<file path="config.mk">
export PLATFORM = sky130hd
export DESIGN_NAME = sriov_cap_regs
export DESIGN_NICKNAME = d
export VERILOG_FILES = /design/src/rtl/sriov_pkg.sv /design/src/rtl/sriov_vf_ctrl.sv /design/src/rtl/sriov_vf_bars.sv /design/src/rtl/sriov_cap_regs.sv
export SDC_FILE = /design/constraint.sdc
export NUM_CORES = 1
export LEC_CHECK = 0
export BUFFER_PORTS_ARGS = -buffer_cell sky130_fd_sc_hd__clkbuf_2
export CAP_MARGIN = 20
export CORE_UTILIZATION = 50
export DETAILED_ROUTE_END_ITERATION = 10
export HOLD_SLACK_MARGIN = 0.12
export PLACE_DENSITY = 0.79
export SLEW_MARGIN = 20
export SYNTH_ARGS = -nofsm -noshare
export SYNTH_HDL_FRONTEND = slang
export SYNTH_HIERARCHICAL = 1
export SYNTH_SLANG_ARGS = --single-unit
</file>
<file path="constraint.sdc">
create_clock -name clk_i -period 2.9 [get_ports clk_i]
set_input_delay 0.725 -clock clk_i [delete_from_list [all_inputs] [get_ports clk_i]]
set_output_delay 0.725 -clock clk_i [all_outputs]
set_load 0.02 [all_outputs]
</file>
<file path="src/rtl/sriov_pkg.sv">
package sriov_pkg;
  localparam int unsigned NUM_BARS = 6;
  localparam int unsigned CAP_DWORDS = 16;

  localparam logic [3:0] DW_HDR  = 4'd0;
  localparam logic [3:0] DW_CTRL = 4'd2;
  localparam logic [3:0] DW_VFS  = 4'd3;
  localparam logic [3:0] DW_NUM  = 4'd4;
  localparam logic [3:0] DW_ROUT = 4'd5;
  localparam logic [3:0] DW_DID  = 4'd6;
  localparam logic [3:0] DW_SUPP = 4'd7;
  localparam logic [3:0] DW_PGSZ = 4'd8;
  localparam logic [3:0] DW_BAR0 = 4'd9;

  localparam int unsigned VFE_BIT = 0;
  localparam int unsigned MSE_BIT = 3;
  localparam int unsigned ARI_BIT = 4;

  localparam logic [15:0] CAP_ID = 16'h0010;
  localparam logic [3:0]  CAP_VER = 4'h1;

  function automatic logic [31:0] be_mask(input logic [3:0] be);
    logic [31:0] m;
    for (int i = 0; i < 4; i++) m[8*i +: 8] = {8{be[i]}};
    return m;
  endfunction

  function automatic logic bar_is_wide(input logic [3:0] ty, input logic [5:0] sz);
    return (sz != 6'd0) && !ty[0] && (ty[2:1] == 2'b10);
  endfunction

  // true when BAR i is the upper dword of a 64-bit BAR below it
  function automatic logic bar_is_hi(input logic [NUM_BARS-1:0][3:0] ty,
                                     input logic [NUM_BARS-1:0][5:0] sz, input int i);
    logic nxt = 1'b0;
    for (int j = 0; j < i; j++) nxt = nxt ? 1'b0 : bar_is_wide(ty[j], sz[j]);
    return nxt;
  endfunction

  function automatic logic [31:0] bar_wmask(input logic [NUM_BARS-1:0][3:0] ty,
                                            input logic [NUM_BARS-1:0][5:0] sz, input int i);
    logic [63:0] m;
    if (bar_is_hi(ty, sz, i)) begin
      m = ~((64'd1 << sz[i-1]) - 64'd1);
      return m[63:32];
    end
    if (sz[i] == 6'd0) return 32'h0;
    m = ~((64'd1 << sz[i]) - 64'd1);
    return m[31:0];
  endfunction

  function automatic logic [31:0] bar_type(input logic [NUM_BARS-1:0][3:0] ty,
                                           input logic [NUM_BARS-1:0][5:0] sz, input int i);
    if (bar_is_hi(ty, sz, i) || sz[i] == 6'd0) return 32'h0;
    return {28'h0, ty[i]};
  endfunction
endpackage

</file>
<file path="src/rtl/sriov_vf_ctrl.sv">
module sriov_vf_ctrl #(
  parameter int unsigned TOTAL_VFS = 8
) (
  input  logic                 clk_i,
  input  logic                 rst_ni,
  input  logic                 ctrl_wr_i,
  input  logic [7:0]           ctrl_byte_i,
  input  logic                 num_wr_i,
  input  logic [1:0]           num_be_i,
  input  logic [15:0]          num_data_i,
  output logic                 vfe_o,
  output logic                 mse_o,
  output logic                 ari_o,
  output logic [15:0]          num_q_o,
  output logic [TOTAL_VFS-1:0] vf_en_o
);
  localparam logic [15:0] TotalW = 16'(TOTAL_VFS);

  logic [TOTAL_VFS-1:0] thermo;

  always_comb begin
    for (int i = 0; i < TOTAL_VFS; i++) thermo[i] = (32'(i) < {16'h0, num_q_o});
  end

  always_ff @(posedge clk_i or negedge rst_ni) begin
    if (!rst_ni) begin
      vfe_o   <= 1'b0;
      mse_o   <= 1'b0;
      ari_o   <= 1'b0;
      num_q_o <= '0;
      vf_en_o <= '0;
    end else if (ctrl_wr_i) begin
      mse_o <= ctrl_byte_i[sriov_pkg::MSE_BIT];
      ari_o <= ctrl_byte_i[sriov_pkg::ARI_BIT];
      if (ctrl_byte_i[sriov_pkg::VFE_BIT] && num_q_o <= TotalW) begin
        vfe_o   <= 1'b1;
        vf_en_o <= thermo;
      end else begin
        vfe_o   <= 1'b0;
        vf_en_o <= '0;
      end
    end else if (num_wr_i) begin
      if (num_be_i[0]) num_q_o[7:0]  <= num_data_i[7:0];
      if (num_be_i[1]) num_q_o[15:8] <= num_data_i[15:8];
      vfe_o   <= 1'b0;
      vf_en_o <= '0;
    end
  end
endmodule

</file>
<file path="src/rtl/sriov_vf_bars.sv">
module sriov_vf_bars #(
  parameter logic [sriov_pkg::NUM_BARS-1:0][3:0] BAR_TYPE    = '0,
  parameter logic [sriov_pkg::NUM_BARS-1:0][5:0] BAR_SZ_LOG2 = '0
) (
  input  logic        clk_i,
  input  logic        rst_ni,
  input  logic        wr_i,
  input  logic [3:0]  idx_i,
  input  logic [3:0]  be_i,
  input  logic [31:0] wdata_i,
  output logic [sriov_pkg::NUM_BARS-1:0][31:0] rd_o
);
  logic [31:0] byte_m;
  assign byte_m = sriov_pkg::be_mask(be_i);

  for (genvar g = 0; g < sriov_pkg::NUM_BARS; g++) begin : g_bar
    localparam logic [31:0] WMask   = sriov_pkg::bar_wmask(BAR_TYPE, BAR_SZ_LOG2, g);
    localparam logic [31:0] TypeBit = sriov_pkg::bar_type(BAR_TYPE, BAR_SZ_LOG2, g);
    logic [31:0] q;
    logic [31:0] wbits;
    assign wbits = WMask & byte_m;

    always_ff @(posedge clk_i or negedge rst_ni) begin
      if (!rst_ni) q <= '0;
      else if (wr_i && idx_i == sriov_pkg::DW_BAR0 + 4'(g)) q <= (q & ~wbits) | (wdata_i & wbits);
    end
    assign rd_o[g] = q | TypeBit;
  end
endmodule

</file>
<file path="src/rtl/sriov_cap_regs.sv">
module sriov_cap_regs #(
  parameter int unsigned TOTAL_VFS  = 8,
  parameter int unsigned INIT_VFS   = 8,
  parameter logic [15:0] VF_OFFSET  = 16'd1,
  parameter logic [15:0] VF_STRIDE  = 16'd1,
  parameter logic [15:0] VF_DEV_ID  = 16'hA5C1,
  parameter logic [31:0] SUP_PGSIZE = 32'h0000_0553,
  parameter logic [11:0] CAP_NEXT   = 12'h000,
  parameter int unsigned ADDR_W     = 10,
  parameter logic [sriov_pkg::NUM_BARS-1:0][3:0] BAR_TYPE =
    {4'h0, 4'h0, 4'h1, 4'h0, 4'h0, 4'hC},
  parameter logic [sriov_pkg::NUM_BARS-1:0][5:0] BAR_SZ_LOG2 =
    {6'd0, 6'd0, 6'd8, 6'd12, 6'd0, 6'd20}
) (
  input  logic                 clk_i,
  input  logic                 rst_ni,
  input  logic                 cfg_req_i,
  input  logic                 cfg_we_i,
  input  logic [ADDR_W-1:0]    cfg_addr_i,
  input  logic [3:0]           cfg_be_i,
  input  logic [31:0]          cfg_wdata_i,
  output logic [31:0]          cfg_rdata_o,
  output logic [TOTAL_VFS-1:0] vf_en_o,
  output logic [15:0]          num_vfs_o
);
  import sriov_pkg::*;

  localparam logic [15:0] TotalW = 16'(TOTAL_VFS);
  localparam logic [15:0] InitW  = 16'(INIT_VFS);

  logic        in_cap, wr;
  logic [3:0]  idx;
  logic        vfe, mse, ari;
  logic [15:0] num_q;
  logic [31:0] pgsz_q, pg_bits;
  logic [NUM_BARS-1:0][31:0] bar_rd;

  assign in_cap = {{(32-ADDR_W){1'b0}}, cfg_addr_i} < 32'(CAP_DWORDS);
  assign idx    = cfg_addr_i[3:0];
  assign wr     = cfg_req_i & cfg_we_i & in_cap;

  sriov_vf_ctrl #(.TOTAL_VFS(TOTAL_VFS)) i_ctrl (
    .clk_i      (clk_i),
    .rst_ni     (rst_ni),
    .ctrl_wr_i  (wr && idx == DW_CTRL && cfg_be_i[0]),
    .ctrl_byte_i(cfg_wdata_i[7:0]),
    .num_wr_i   (wr && idx == DW_NUM && |cfg_be_i[1:0]),
    .num_be_i   (cfg_be_i[1:0]),
    .num_data_i (cfg_wdata_i[15:0]),
    .vfe_o      (vfe),
    .mse_o      (mse),
    .ari_o      (ari),
    .num_q_o    (num_q),
    .vf_en_o    (vf_en_o)
  );

  sriov_vf_bars #(.BAR_TYPE(BAR_TYPE), .BAR_SZ_LOG2(BAR_SZ_LOG2)) i_bars (
    .clk_i  (clk_i),
    .rst_ni (rst_ni),
    .wr_i   (wr),
    .idx_i  (idx),
    .be_i   (cfg_be_i),
    .wdata_i(cfg_wdata_i),
    .rd_o   (bar_rd)
  );

  assign pg_bits = SUP_PGSIZE & be_mask(cfg_be_i);

  always_ff @(posedge clk_i or negedge rst_ni) begin
    if (!rst_ni) pgsz_q <= 32'h1;
    else if (wr && idx == DW_PGSZ) pgsz_q <= (pgsz_q & ~pg_bits) | (cfg_wdata_i & pg_bits);
  end

  assign num_vfs_o = vfe ? num_q : 16'h0;

  always_comb begin
    cfg_rdata_o = 32'h0;
    if (in_cap) begin
      unique case (idx)
        DW_HDR:  cfg_rdata_o = {CAP_NEXT, CAP_VER, CAP_ID};
        DW_CTRL: cfg_rdata_o = 32'({ari, mse, 2'b00, vfe});
        DW_VFS:  cfg_rdata_o = {TotalW, InitW};
        DW_NUM:  cfg_rdata_o = {16'h0, num_q};
        DW_ROUT: cfg_rdata_o = {VF_STRIDE, VF_OFFSET};
        DW_DID:  cfg_rdata_o = {VF_DEV_ID, 16'h0};
        DW_SUPP: cfg_rdata_o = SUP_PGSIZE;
        DW_PGSZ: cfg_rdata_o = pgsz_q;
        4'd9:    cfg_rdata_o = bar_rd[0];
        4'd10:   cfg_rdata_o = bar_rd[1];
        4'd11:   cfg_rdata_o = bar_rd[2];
        4'd12:   cfg_rdata_o = bar_rd[3];
        4'd13:   cfg_rdata_o = bar_rd[4];
        4'd14:   cfg_rdata_o = bar_rd[5];
        default: cfg_rdata_o = 32'h0;
      endcase
    end
  end
endmodule

</file>
Yosys cells after proc, flatten, opt, wreduce, memory -nomap -nowiden
Cells that the tools add are included.
Storage, ports and cells
  word-level logic and storage cells: 79
  flip-flop bits (word level): 187
Operators by class
  bitwise operators: 23
  magnitude comparators: 10
  multiplexer cells: 9
  reductions and logical operators: 15
  equal/unequal tests: 11
Operators by type and width (number)
  $pmux 32 s12: 1
  $and 32x32->32: 9
  $or 32x32->32: 5
  $not 32->32: 4
  $lt 3x16->1 const A: 4
  $and 32x11->32: 1
  $lt 1x16->1 const A: 2
  $lt 2x16->1 const A: 2
  $mux 32: 1
  $not 11->32: 1
  $mux 8: 3
  $eq 4x4->1 const B: 5
  $eq 4x3->1 const B: 4
  $le 16x4->1 const B: 1
  $mux 16: 1
  $logic_and 1x1->1: 10
  $lt 10x5->1 const B: 1
  $eq 4x2->1 const B: 2
  $reduce_and 3->1: 2
  $logic_not 4->1: 1
  $mux 1: 3
  $and 1x1->1: 2
  $reduce_bool 2->1: 1
  $reduce_or 2->1: 1
  $not 1->1: 1

Logic depth before layout (Yosys ltp)
  word-level depth: 6
  mapped depth: 7
  gate-level depth less buffers: 6

Modules after synthesis
Netlist, hierarchy kept.
Modules (own cells, without submodules)
  sriov_vf_bars: times used 1, area an instance 4199.0 µm², cells each 307
  sriov_cap_regs: times used 1, area an instance 2143.3 µm², cells each 280
  sriov_vf_ctrl: times used 1, area an instance 1121.1 µm², cells each 87

Least setup slack after synthesis
No wires, ideal clock.
  kind: input to output
  start point: input port cfg_addr_i[2]
  end point: output port cfg_rdata_o[25]
  stages on the path: 6
  buffers on the path: 3
  data required time: 2.175 ns
  data arrival time: 1.949 ns
  slack: 0.226 ns
  cells stage by stage: buf_4 nor4bb_1 buf_4 buf_2 a32oi_1 a31oi_1
On the way
  longest elaborated chain between the ends: 3
  elaborated cells between the ends (all ways): 15
RTL lines
  start, declared: RTL line sriov_cap_regs.sv:19  | input logic [ADDR_W-1:0] cfg_addr_i,
  branches (longest 2 deep; another with $lt 10x5->1)
  $mux 32 (*): RTL line sriov_cap_regs.sv:78  | if (in_cap) begin
  end, declared: RTL line sriov_cap_regs.sv:22  | output logic [31:0] cfg_rdata_o,
Every way passes the cells marked *.

Worst setup path in the final report
  start point: input port cfg_addr_i[1]
  end point: output port cfg_rdata_o[0]
Same word-level chain as after synthesis.

==> results.txt <==
----------------------------------------------------
[Run status]
  Outcome ... finished, final reports clean

[Synth]
  Part of the Yosys area used for sequential elements ... 40.6%
  Post-synth EDFFs ... 0
  Leading cell types by total area after synthesis ... sky130_fd_sc_hd__dfrtp_1 40%, sky130_fd_sc_hd__mux2_2 16%, sky130_fd_sc_hd__buf_4 12%
  Cells after synthesis ... 674
  Count of warnings emitted by yosys ... 6
  Count of different cell masters after synthesis ... 63
  Syn_area_per_cell ... 11.1 um2
  Top post-synthesis cells by count ... 120 x sky130_fd_sc_hd__dfrtp_1, 115 x sky130_fd_sc_hd__buf_4, 106 x sky130_fd_sc_hd__mux2_2, 34 x sky130_fd_sc_hd__nand2_1, 29 x sky130_fd_sc_hd__a222oi_1
  Flop and latch count out of synthesis ... 121
  Share of flip-flops with an asynchronous set or reset ... 100%
  Yosys top cell area share ... 40.2%
  Yosys top cell by area ... sky130_fd_sc_hd__dfrtp_1
  Most numerous cell in the Yosys netlist ... sky130_fd_sc_hd__dfrtp_1
  Dominant synthesized flop cell ... sky130_fd_sc_hd__dfrtp_1
  Mapped Area ... 7460 um2

[Critical path]
  R2R Setup Slk ... 0.78 ns
  Cell-by-cell trace of the critical path ... buf_4 -> buf_4 -> nor4bb_4 -> buf_6 -> a221oi_1 -> a31oi_1 -> clkbuf_2
  Crit path from ... cfg_addr_i[1]
  Count of buffer and inverter cells on the critical path ... 4
  Kind of critical path ... input port to output pin
  Depth of the worst register-to-register path ... 4
  Capture point of the critical path ... cfg_rdata_o[0]
  Critical Path Slowest Stage Cell ... sky130_fd_sc_hd__nor4bb_4
  Crit path required time ... 2.17 ns
  Max incr delay on CP ... 0.31 ns
  RR Startpoint ... i_ctrl/num_q_o[11]
  Worst EP arrival ... 2.13 ns
  Critical-path maximum fanout ... 9
  Number of cells on the critical path ... 7
  Critical path's top delay family ... buffers and inverters
  Crit path capture type ... output pin
  Most Frequent Cell on Critical Path ... sky130_fd_sc_hd__buf_4
  Reg2Reg Capture Point ... i_ctrl/vf_en_o[1]
  Critical path startpoint category ... input port

[Power and ir drop]
  Internal power of the cells ... 3.07 mW
  Total power of the final layout ... 4.06 mW
  Power share of the clock group ... 49.6%
  Portion of total power attributed to sequential cells ... 41.8%
  Switch share ... 24.4%
  Worst IR Drop VDD ... 0.428 mV
  P_sw ... 0.991 mW
  Combinational group share of total power ... 8.6%
  Leakage power total ... 4.45 nW
  Power density normalized to cell area ... 456 nW/um2

[STA]
  Slew Viols, Final ... 0
  Final hold viol count ... 0
  Timing-limited maximum frequency ... 0.351 GHz
  RSZ-0062 raised after global routing ... false
  Part of the cycle the worst path needs ... 98.3%
  Number of setup violations in the final report ... 0
  Clock skew after layout ... 0.00466 ns
  Post-Route Setup TNS ... 0 ns
  Shortest period the worst path allows ... 2.85 ns
  Tightest hold margin ... 0.296 ns
  Slew headroom ... 44.0%
  Tightest Pin Transition ... 0.833 ns

[Drt]
  Detailed-route wire length per cell ... 18.8 um
  Number of vias per cell ... 5.64
  Number of remaining DRC errors ... 0
  DR iter-0 viols ... 583
  Via total after detailed routing ... 5818
  Drt first pass iters ... 6
  Total Routed Length ... 19400 um
  Post-route ant nets ... 0

[Layout]
  Share of post-route cells with drive strength above 1 ... 41.9%
  Area overhead of the layout relative to synthesis ... 19.5%
  Antenna diodes ... 0
  Layout fillers ... 1176
  Final nets ... 885

[Placement]
  Total of buffers placed on input and output ports ... 105
  Placed wire-length estimate after detailed placement ... 13500 um
  Placer congestion estimate ... 0.813

[Floorplanning]
  Core Footprint ... 14500 um2
  Starting Density ... 51.4%
  Overall die width ... 124 um
  Die area ... 15400 um2
  Core Rows ... 44
  # IOs ... 106
  Chip height ... 124 um

[CTS]
  CTS Buffer Depth ... 2
  H-tree depth ... 4
  TritonCTS clock tree ... yes
  Clk_lat worst skew ... 0.43 ns
  Clock slew at reported path FFs ... 0.06 ns
  Number of CTS-inserted buffers ... 17
  Number of clock sinks ... 121
  Clock root cell ... sky130_fd_sc_hd__clkbuf_16

[Global routing]
  First-pass GRT wire length ... 30100 um
  Initial antenna violation count ... 0
  Met3 demand-to-capacity share in global routing ... 6.41%
  Met1 Use GR ... 34.4%
  Most congested layer reported by global routing ... met2
  GR Util All Layers ... 26.3%
  GRT overflow ... 0
  Fraction of met2 tracks used by global routing ... 42.4%
  Maximum number of pins on one net before global-route repair ... 44
  Vias in the first global route ... 5591

[Hold path]
  Class of the most critical hold timing path ... input port to asynchronous set/reset pin

[Run]
  Maximum capacitance violations ... 0

----------------------------------------------------
## layout make-up
cell class                 count  area [um2]  area share, %
multi-input combinational    508        3850           43.2
timing repair buffer         181        1210           13.6
inverter                       6        22.5          0.253
clock buffer                  21         470           5.28
clock inverter                11        96.3           1.08
tap                          184         230           2.58
sequential                   121        3030           34.0
## per-stage QoR
stage | std cells | cell area, um2 | utilization (%) | setup WS (ns)
floorplan | 776 | 7850 | - | 0.226
global placement | 994 | 8210 | 56.5 | -0.130
detailed placement | 994 | 8210 | 56.5 | -0.206
CTS | 1027 | 8830 | 60.8 | -0.0123
global route | 1032 | 8920 | 61.4 | 0.00147
finish | 1032 | 8920 | 61.4 | 0.0486
## cell families after synthesis
group	synth area share, %
other	0.101
buffers and inverters	13.9
AO/OA/AOI/OAI	14.9
AND/OR/NAND/NOR	11.3
flip-flops	40.6
XOR/XNOR	0.117
multiplexers	19.0
## layer usage
layer | vias up | routed length (um)
met5 | - | 0
li1 | 2653 | -
met2 | 241 | 9470
met3 | 33 | 1510
met4 | 0 | 388
met1 | 2891 | 8010
## power by group through the flow
stage                     clock [mW]  sequential [mW]  combinational, mW
after global routing            2.10             1.70              0.380
after floorplan                    0             1.73              0.251
after global placement             0             1.73              0.318
after CTS                       2.03             1.70              0.330
final                           2.01             1.70              0.349
after detailed placement           0             1.73              0.323
## repair_timing
action	CTS	global route
endpoints found under the setup margin	16	29
hold buffers	0	0
cloned	0	1
pin swaps	3	8
gates resized for setup	12	26
buffers inserted	1	4
## how the worst min path moves through the flow
stage                                  from                    endpoint  cells after the start  slack (ns)
after global placement             register                    register                      1        0.47
after global routing                 rst_ni  asynchronous set/reset pin                      1        0.33
after floorplan                      rst_ni  asynchronous set/reset pin                      0        0.43
after CTS                            rst_ni  asynchronous set/reset pin                      1        0.31
after detailed placement  i_ctrl/vf_en_o[7]           i_ctrl/vf_en_o[7]                      2        0.47
final                                rst_ni  asynchronous set/reset pin                      1        0.30
## placed cells by master, fill, tap and decap left out, types with 5 or more instances in the layout
cell	netlist	routed
sky130_fd_sc_hd__mux2i_1	6	6
sky130_fd_sc_hd__nand2_1	34	34
sky130_fd_sc_hd__inv_1	6	6
sky130_fd_sc_hd__a22o_1	17	17
sky130_fd_sc_hd__nor2b_1	8	7
sky130_fd_sc_hd__nand4b_1	5	5
sky130_fd_sc_hd__buf_4	115	70
sky130_fd_sc_hd__mux2_4	8	8
sky130_fd_sc_hd__a31oi_1	15	13
sky130_fd_sc_hd__nand2b_1	9	8
sky130_fd_sc_hd__clkbuf_2	0	93
sky130_fd_sc_hd__mux2_2	106	106
sky130_fd_sc_hd__o21ai_1	7	7
sky130_fd_sc_hd__clkinvlp_4	0	5
sky130_fd_sc_hd__a222oi_1	29	29
sky130_fd_sc_hd__nor2_1	8	8
sky130_fd_sc_hd__a21oi_1	20	20
sky130_fd_sc_hd__and3_1	6	6
sky130_fd_sc_hd__nor2_2	7	7
sky130_fd_sc_hd__a22oi_1	18	18
sky130_fd_sc_hd__clkbuf_16	0	17
sky130_fd_sc_hd__dfrtp_1	120	120
sky130_fd_sc_hd__and2_1	16	16
sky130_fd_sc_hd__buf_12	0	5
sky130_fd_sc_hd__buf_6	5	8
sky130_fd_sc_hd__conb_1	2	104
sky130_fd_sc_hd__nand3b_1	6	6
sky130_fd_sc_hd__o21ai_0	6	6
sky130_fd_sc_hd__a221oi_1	8	8
Power figures use the tool's default switching activity.
